**src/rtl/xy_addr_pkg.sv**
```systemverilog
package xy_addr_pkg;
  localparam int unsigned ADDR_W_DEF = 4;

  localparam logic [1:0] DUTY_1_8  = 2'd0;
  localparam logic [1:0] DUTY_1_9  = 2'd1;
  localparam logic [1:0] DUTY_1_10 = 2'd2;

  typedef struct packed {
    logic loadX;
    logic loadY;
    logic stepX;
    logic stepY;
    logic carryIntoX;
    logic carryIntoY;
  } ctlStrobes_t;
endpackage

```
**src/rtl/xy_addr_ctl.sv**
```systemverilog
module xy_addr_ctl
  import xy_addr_pkg::*;
#(
  parameter int unsigned ADDR_W       = ADDR_W_DEF,
  parameter bit          REDUCED_COLS = 1'b0
) (
  input  logic              clk,
  input  logic              rstN,
  input  logic              cfgWe,
  input  logic              cfgStepX,
  input  logic              cfgWord6,
  input  logic [1:0]        cfgDuty,
  input  logic              access,
  input  logic              xLoad,
  input  logic              yLoad,
  input  logic              xAtMax,
  input  logic              yAtMax,
  output ctlStrobes_t       strb,
  output logic [ADDR_W-1:0] xMax,
  output logic [ADDR_W-1:0] yMax
);
  localparam logic [ADDR_W-1:0] X_MAX_W8 = REDUCED_COLS ? ADDR_W'(6) : ADDR_W'(7);
  localparam logic [ADDR_W-1:0] X_MAX_W6 = ADDR_W'(9);

  logic       stepSelX;
  logic       word6;
  logic [1:0] duty;

  always_ff @(posedge clk) begin
    if (!rstN) begin
      stepSelX <= 1'b0;
      word6    <= 1'b0;
      duty     <= DUTY_1_8;
    end else if (cfgWe) begin
      stepSelX <= cfgStepX;
      word6    <= cfgWord6;
      duty     <= cfgDuty;
    end
  end

  always_comb begin
    xMax = word6 ? X_MAX_W6 : X_MAX_W8;
    unique case (duty)
      DUTY_1_8: yMax = ADDR_W'(7);
      DUTY_1_9: yMax = ADDR_W'(8);
      default:  yMax = ADDR_W'(9);
    endcase
  end

  always_comb begin
    strb.loadX      = xLoad;
    strb.loadY      = yLoad;
    strb.stepX      = access &  stepSelX;
    strb.stepY      = access & ~stepSelX;
    strb.carryIntoY = access &  stepSelX & xAtMax;
    strb.carryIntoX = access & ~stepSelX & yAtMax;
  end

  // limits move only after a mode write
  p_mode_hold_r10: assert property (@(posedge clk) disable iff (!rstN)
    !cfgWe |=> ($stable(xMax) && $stable(yMax)));
endmodule

```
**src/rtl/xy_axis_cnt.sv**
```systemverilog
module xy_axis_cnt #(
  parameter int unsigned ADDR_W = 4
) (
  input  logic              clk,
  input  logic              rstN,
  input  logic              load,
  input  logic [ADDR_W-1:0] loadVal,
  input  logic              inc,
  input  logic [ADDR_W-1:0] maxVal,
  output logic [ADDR_W-1:0] cnt,
  output logic              atMax
);
  assign atMax = (cnt == maxVal);

  always_ff @(posedge clk) begin
    if (!rstN)      cnt <= '0;
    else if (load)  cnt <= loadVal;
    else if (inc)   cnt <= atMax ? '0 : cnt + 1'b1;
  end

  // a load takes precedence over an increment
  p_load_wins_r9: assert property (@(posedge clk) disable iff (!rstN)
    load |=> cnt == $past(loadVal));
  // a counter at its limit goes back to zero
  p_wrap_zero_r6: assert property (@(posedge clk) disable iff (!rstN)
    (inc && !load && atMax) |=> cnt == '0);
  // below the limit it moves up by exactly one
  p_step_one_r11: assert property (@(posedge clk) disable iff (!rstN)
    (inc && !load && !atMax) |=> cnt == $past(cnt) + 1'b1);
  // idle counter holds
  p_idle_hold_r10: assert property (@(posedge clk) disable iff (!rstN)
    (!inc && !load) |=> $stable(cnt));
endmodule

```
**src/rtl/xy_addr_dp.sv**
```systemverilog
module xy_addr_dp
  import xy_addr_pkg::*;
#(
  parameter int unsigned ADDR_W = ADDR_W_DEF
) (
  input  logic              clk,
  input  logic              rstN,
  input  ctlStrobes_t       strb,
  input  logic [ADDR_W-1:0] xMax,
  input  logic [ADDR_W-1:0] yMax,
  input  logic [ADDR_W-1:0] xLoadVal,
  input  logic [ADDR_W-1:0] yLoadVal,
  output logic [ADDR_W-1:0] xAddr,
  output logic [ADDR_W-1:0] yAddr,
  output logic              xAtMax,
  output logic              yAtMax
);
  logic xInc, yInc;
  assign xInc = strb.stepX | strb.carryIntoX;
  assign yInc = strb.stepY | strb.carryIntoY;

  xy_axis_cnt #(.ADDR_W(ADDR_W)) xCnt_i (
    .clk(clk), .rstN(rstN), .load(strb.loadX), .loadVal(xLoadVal),
    .inc(xInc), .maxVal(xMax), .cnt(xAddr), .atMax(xAtMax));

  xy_axis_cnt #(.ADDR_W(ADDR_W)) yCnt_i (
    .clk(clk), .rstN(rstN), .load(strb.loadY), .loadVal(yLoadVal),
    .inc(yInc), .maxVal(yMax), .cnt(yAddr), .atMax(yAtMax));

  // X wrapping while stepping drags Y along
  p_x_carry_r7: assert property (@(posedge clk) disable iff (!rstN)
    (strb.stepX && xAtMax && !strb.loadX && !strb.loadY && !yAtMax)
      |=> (xAddr == '0 && yAddr == $past(yAddr) + 1'b1));
  // Y wrapping while stepping drags X along
  p_y_carry_r8: assert property (@(posedge clk) disable iff (!rstN)
    (strb.stepY && yAtMax && !strb.loadX && !strb.loadY && !xAtMax)
      |=> (yAddr == '0 && xAddr == $past(xAddr) + 1'b1));
  // stepping Y without wrap leaves X alone
  p_y_only_r2: assert property (@(posedge clk) disable iff (!rstN)
    (strb.stepY && !yAtMax && !strb.loadX) |=> $stable(xAddr));
  // stepping X without wrap leaves Y alone
  p_x_only_r3: assert property (@(posedge clk) disable iff (!rstN)
    (strb.stepX && !xAtMax && !strb.loadY) |=> $stable(yAddr));
endmodule

```
**src/rtl/xy_addr_incr.sv**
```systemverilog
module xy_addr_incr
  import xy_addr_pkg::*;
#(
  parameter int unsigned ADDR_W       = ADDR_W_DEF,
  parameter bit          REDUCED_COLS = 1'b0
) (
  input  logic              clk,
  input  logic              rstN,
  input  logic              cfgWe,
  input  logic              cfgStepX,
  input  logic              cfgWord6,
  input  logic [1:0]        cfgDuty,
  input  logic              xLoad,
  input  logic [ADDR_W-1:0] xLoadVal,
  input  logic              yLoad,
  input  logic [ADDR_W-1:0] yLoadVal,
  input  logic              access,
  output logic [ADDR_W-1:0] xAddr,
  output logic [ADDR_W-1:0] yAddr
);
  ctlStrobes_t       strb;
  logic [ADDR_W-1:0] xMax, yMax;
  logic              xAtMax, yAtMax;

  xy_addr_ctl #(.ADDR_W(ADDR_W), .REDUCED_COLS(REDUCED_COLS)) ctl_i (
    .clk(clk), .rstN(rstN), .cfgWe(cfgWe), .cfgStepX(cfgStepX),
    .cfgWord6(cfgWord6), .cfgDuty(cfgDuty), .access(access),
    .xLoad(xLoad), .yLoad(yLoad), .xAtMax(xAtMax), .yAtMax(yAtMax),
    .strb(strb), .xMax(xMax), .yMax(yMax));

  xy_addr_dp #(.ADDR_W(ADDR_W)) dp_i (
    .clk(clk), .rstN(rstN), .strb(strb), .xMax(xMax), .yMax(yMax),
    .xLoadVal(xLoadVal), .yLoadVal(yLoadVal),
    .xAddr(xAddr), .yAddr(yAddr), .xAtMax(xAtMax), .yAtMax(yAtMax));
endmodule

```
**config.mk**
```make
export PLATFORM = sky130hd
export DESIGN_NAME = xy_addr_incr
export DESIGN_NICKNAME = d
export VERILOG_FILES = /design/src/rtl/xy_addr_pkg.sv /design/src/rtl/xy_addr_ctl.sv /design/src/rtl/xy_axis_cnt.sv /design/src/rtl/xy_addr_dp.sv /design/src/rtl/xy_addr_incr.sv
export SDC_FILE = /design/constraint.sdc
export NUM_CORES = 1
export LEC_CHECK = 0
export BUFFER_PORTS_ARGS = -buffer_cell sky130_fd_sc_hd__buf_4
export CORE_MARGIN = 2
export CORE_UTILIZATION = 52
export CTS_CLUSTER_DIAMETER = 30
export DETAILED_ROUTE_END_ITERATION = 10
export HOLD_SLACK_MARGIN = 0.08
export PLACE_DENSITY = 0.83
export SYNTH_ARGS = -nofsm -noshare
export SYNTH_HDL_FRONTEND = slang
export SYNTH_SLANG_ARGS = --single-unit
```
**constraint.sdc**
```tcl
create_clock -name clk -period 3.13 [get_ports clk]
set_input_delay 0.313 -clock clk [delete_from_list [all_inputs] [get_ports clk]]
set_output_delay 0.313 -clock clk [all_outputs]
set_load 0.1 [all_outputs]
```
==> results_dict.tcl, run 1 <==
set metrics [dict create \
    status "finished clean" \
    nets 139 \
    worst_setup_path_end_kind "register" \
    grt_max_degree 11 \
    grt.total_usage_pct 24.8 \
    worstPathArrival_ps 1970 \
    clk_pin_slew_ps 80 \
    rows 14 \
    period_needed_ps 1780 \
    max_slew_margin_pct 73.6 \
    synth_top_area_share_pct 30.7 \
    power_mw 0.450 \
    finalHoldViolations 0 \
    worstMarginPinSlew_ps 392 \
    drc 0 \
    intPower_mw 0.283 \
    cp-start-kind "register" \
    hp-class "in -> reg" \
    coreArea_um2 1450 \
    ff_latch_area_um2 240 \
    worstPathRequired_ps 3320 \
    synth.most_common_cell "dfxtp_1" \
    cts_resized 0 \
    antenna_found_initial 0 \
    synth_top_flop_cell "dfxtp_1" \
    gp_congestion 0.807 \
    final.fill_count 122 \
    cts.htree.levels 1 \
    cts.sinks 12 \
    grt_setup_unrepaired "false" \
    synth_edf_count 0 \
    wl_per_cell_um 14.7 \
    gr-total-overflow 0 \
    synth-async-reset-ratio_pct 0 \
    post-route-period-util_pct 56.7 \
    drt-total-wl_um 1970 \
    first_pass_iters 4 \
    drtIter0Drc 32 \
    ios 26 \
    powerDensity_nw_per_um2 444 \
    drv_cap 0 \
    ant_nets 0 \
    ys_types 35 \
    vias 833 \
    maxSlewViolCount 0 \
    yosys_register_bits 12 \
    skew_ps 7.19 \
    crit_path_max_fanout 8 \
    area_delta_synth_final_pct 29.4 \
    vias_per_cell 6.22 \
    synthesis.area_um2 783 \
    cts_made_buffers 3 \
    power_frac_clock_pct 27.6 \
    fp.dieArea_um2 1830 \
    fin_setup_tns_ps 0 \
    root_buffer "clkbuf_4" \
    p_comb_share_pct 31.5 \
    grt_pass1_wl_um 3260 \
    yosys-top-cells-count "12 x dfxtp_1, 8 x nand2_1, 8 x o21ai_0" \
    p_leak_nw 0.449 \
    synth.area.top_cells "dfxtp_1 31%, mux2i_1 5.1%, o21ai_0 5.1%" \
    cts_max_path_buffers 2 \
    switching_share_pct 37.2 \
    cts_tree "built" \
    final-setup-viol-count 0 \
    postCtsSetupRepairBufs 0 \
    syn_avg_cell_area_um2 8.51 \
    start_util_pct 53.9 \
    die-height_um 42.8 \
    vdd_drop_max_mv 0.326 \
    dp.cells 130 \
    yosys_warnings 0 \
    io_buffers 25 \
    hold_ws_ps 272 \
    clk_latency_ps 280 \
    pwr-share-seq_pct 40.9 \
    syn_inst 92 \
    p_sw_mw 0.167 \
    fmax_mhz 563 \
    dp_hpwl_um 1500 \
    grt_pass1_vias 772 \
    path_class "reg -> reg" \
    final_cells 134 \
    multi_input_area_um2 503 \
    final_layout_size_suffix_gt1_share_pct 28.8 \
    die_w_um 42.8 \
    hold_buffers 0 \
    diodes 0 \
    syn-num-nets 112 \
    ys_seq_area_share_pct 30.7 \
    yosys.area.top_type "dfxtp_1" \
]
## per-layer routing
layer,global-route usage [%],share of wire [%],vias up
met5,0,0,-
met3,7.66,6.7,6
met4,16.3,2.8,0
met2,40.0,48,31
li1,-,-,403
met1,27.8,42,393
## registers in the layout, summed over array words and instances (netlist names)
| name | count |
|---|---|
| ctl_i.duty | 2 |
| ctl_i.stepSelX | 1 |
| ctl_i.word6 | 1 |
| dp_i.xCnt_i.cnt | 4 |
| dp_i.yCnt_i.cnt | 4 |
## critical path, cell delays in order, from the launching register on
cell	delay (ps)
dfxtp_1	400
or3b_4	420
a2111oi_4	340
o21a_4	220
nor3_1	50
a211oi_1	250
## layout by cell type (no fill, tap or decap)
cell type / instances
buf_4: 25
dfxtp_1: 12
nand2_1: 8
o21ai_0: 8
inv_1: 7
nor2_1: 6
a21oi_1: 6
mux2i_1: 4
nand3_1: 4
nand4b_1: 4
clkbuf_4: 3
and4bb_2: 2
o211ai_1: 2
a2111o_1: 2
o21a_1: 2
a31oi_1: 2
ha_1: 2
or3b_4: 1
and4b_1: 1
a2bb2oi_1: 1
a2111oi_4: 1
a21o_1: 1
o2bb2ai_1: 1
o21a_4: 1
nand4_1: 1
and3_1: 1
nor3_1: 1
a211oi_1: 1
xor2_1: 1
nand2b_1: 1
o211a_1: 1
a221o_1: 1
or3_1: 1
nor2b_1: 1
a22o_1: 1
clkbuf_8: 1
## layout make-up
cell class              instances  share of cell area, %
well taps                      16                   1.98
flip-flops and latches         12                   23.7
multi-input cells              70                   49.6
inverters                       7                   2.59
repair buffers                 25                   18.5
clock buffers                   4                   3.58
## power groups by stage
| stage | combinational, mW | sequential [mW] | clock, mW |
|---|---|---|---|
| detailed placement | 0.142 | 0.187 | 0 |
| finish | 0.142 | 0.184 | 0.124 |
| CTS | 0.142 | 0.183 | 0.128 |
| floorplan | 0.0455 | 0.240 | 0 |
| global route | 0.151 | 0.187 | 0.138 |
| global placement | 0.138 | 0.185 | 0 |
## logic make-up after synthesis
| kind of cell | synth area share, % |
|---|---|
| XOR/XNOR | 1.12 |
| adder cells (fa/ha/maj) | 3.19 |
| flip-flops | 30.7 |
| AO/OA/AOI/OAI | 30.5 |
| multiplexers | 5.11 |
| buffers and inverters | 5.11 |
| AND/OR/NAND/NOR | 24.3 |
## through the flow
step	worst slack (ps)	instance area [µm²]	util (%)
3_5_place_dp	1400	977	67.2
6_report	1350	1010	69.7
3_3_place_gp	1450	977	67.2
4_1_cts	1380	1010	69.7
5_1_grt	1280	1010	69.7
2_1_floorplan	834	783	-
## final timing paths
check                        to  depth (start not counted)  slack [ps]          startpoint
max reg2reg  dp_i.xCnt_i.cnt[1]                          5        1350  dp_i.yCnt_i.cnt[0]
min               ctl_i.duty[1]                          3         270          cfgDuty[1]
max          dp_i.xCnt_i.cnt[1]                          5        1350  dp_i.yCnt_i.cnt[0]
min reg2reg       ctl_i.duty[0]                          2         560       ctl_i.duty[0]
Note: power is estimated with default switching activity, not from simulation.
==> run 2: changes to the inputs <==
CORE_UTILIZATION = 48   (was 52)
PLACE_DENSITY = 0.77   (was 0.83)
clock period = 1.72 ns   (was 3.13 ns; I/O delays follow)
==> run 2 against run 1 <==
  * Via count rose by 0.48%
  * Core utilization rose by 0.49 points
  * Combinational power rose by 94%
  * Global-route usage fell by 2.8 points
  * Fmax rose by 7.2%
  * Sequential power rose by 80%
  * Critical endpoint is now dp_i.yCnt_i.cnt[0]
  * Largest cell class unchanged
  * Highest routed layer unchanged
==> results_dict.tcl, run 2 (synthesis results as in run 1) <==
set metrics [dict create \
    vdd_drop_max_mv 0.580 \
    post-route-period-util_pct 96.3 \
    crit_path_max_fanout 3 \
    worstPathArrival_ps 1820 \
    nets 142 \
    start_util_pct 51.4 \
    ff_latch_area_um2 262 \
    maxSlewViolCount 0 \
    top_regs "dp_i.xCnt_i.cnt: 4 flops, dp_i.yCnt_i.cnt: 4 flops, ctl_i.duty: 2 flops" \
    coreArea_um2 1520 \
    postCtsSetupRepairBufs 0 \
    hold_ws_ps 134 \
    cp_slowest_cell "a2111o_1" \
    wl_per_cell_um 14.9 \
    rows 14 \
    die_w_um 44.4 \
    worstPathRequired_ps 1880 \
    powerDensity_nw_per_um2 778 \
    critPathMaxStageDelay_ps 470 \
    hp-class "in -> reg" \
    final_common_cell "buf_4" \
    hold_buffers 0 \
    die-height_um 44.4 \
    cts.sinks 12 \
    fp.dieArea_um2 1970 \
    finalHoldViolations 0 \
    drtIter0Drc 23 \
    root_buffer "clkbuf_4" \
    vias 837 \
    drc 0 \
    fin_area_um2 1070 \
    cts_tree "built" \
    status "finished clean" \
    drt-total-wl_um 2040 \
    clk_latency_ps 280 \
    grt_pass1_vias 726 \
    ant_nets 0 \
    worstMarginPinSlew_ps 299 \
    vias_per_cell 6.11 \
    drv_cap 0 \
    final_layout_size_suffix_gt1_share_pct 40.5 \
    period_needed_ps 1660 \
    crit_chain "or3b_4, a2111o_1, nand2_2, a2bb2oi_2, a21oi_2" \
    multi_input_area_um2 515 \
    diodes 0 \
    final-setup-viol-count 0 \
    antenna_found_initial 0 \
    grt_setup_unrepaired "false" \
    clk_pin_slew_ps 80 \
    final_cells 137 \
    p_leak_nw 0.468 \
    worst_setup_path_end_kind "register" \
    io_buffers 25 \
    dp.cells 133 \
    grt_pass1_wl_um 3150 \
    cts.htree.levels 1 \
    first_pass_iters 4 \
    final.fill_count 124 \
    dpl_cell_area_um2 1020 \
    gp_congestion 0.851 \
    path_class "reg -> reg" \
    dp_hpwl_um 1500 \
    grt_max_degree 11 \
    cp-start-kind "register" \
    path_buf_inv 0 \
    max_slew_margin_pct 79.8 \
    final_cell_mix "28 x buf_4, 7 x inv_1, 7 x nand2_1, 7 x o21ai_0, 6 x nor2_1" \
    gr-total-overflow 0 \
    cts_max_path_buffers 2 \
    fin_setup_tns_ps 0 \
    ios 26 \
    area_delta_synth_final_pct 36.6 \
    path_delay_family "compound AO/OA/AOI/OAI gates" \
    fmax_mhz 604 \
    grt.total_usage_pct 22.0 \
    cts_made_buffers 3 \
    skew_ps 3.55 \
]
==> run 2: stage by stage <==
| stage | utilization (%) | power, mW | worst slack (ps) |
|---|---|---|---|
| finish | 70.2 | 0.833 | 63.5 |
| floorplan | - | 0.522 | -61.3 |
| global placement | 66.9 | 0.599 | 76.9 |
| global route | 70.2 | 0.874 | 3.78 |
| CTS | 69.3 | 0.831 | 13.5 |
| detailed placement | 66.9 | 0.605 | 35.5 |
==> run 2: power by group <==
part	switching (mW)	leakage (nW)	internal (mW)
Combinational	0.180	0.344	0.0946
Clock	0.0984	0.0210	0.129
Sequential	0.0314	0.103	0.299
==> run 2: layout make-up <==
class	instances	area share [%]
clock buffer	4	3.39
inverter	7	2.46
multi-input combinational	70	48.2
sequential	12	24.4
tap	16	1.87
timing repair buffer	28	19.6
==> run 2: final timing paths <==
kind / startpoint / end / slack (ps) / cells past startpoint
worst max-delay path: dp_i.yCnt_i.cnt[0] / dp_i.yCnt_i.cnt[0] / 60 / 5
worst min-delay path: cfgWord6 / ctl_i.word6 / 130 / 3
worst max register to register: dp_i.yCnt_i.cnt[0] / dp_i.yCnt_i.cnt[0] / 60 / 5
worst min register to register: ctl_i.duty[0] / ctl_i.duty[0] / 510 / 2
==> run 2: repair_timing <==
action | 4_1_cts | 5_1_grt
setup endpoints to repair | 0 | 4
endpoints found under the hold margin | 0 | 0
gates resized for setup | 0 | 5
==> run 2: worst reg2reg max path, cell delays in order (launching register included) <==
cell and delay, ps:
dfxtp_4 340, or3b_4 390, a2111o_1 470, nand2_2 110, a2bb2oi_2 160, a21oi_2 70
==> run 2: per-layer routing <==
layer / vias up / routed length [µm] / GRT usage (%)
met5: - / 0 / 0
met4: 0 / 47 / 9.09
met3: 9 / 122 / 3.67
met2: 42 / 938 / 35.6
met1: 380 / 930 / 28.9
li1: 406 / - / -
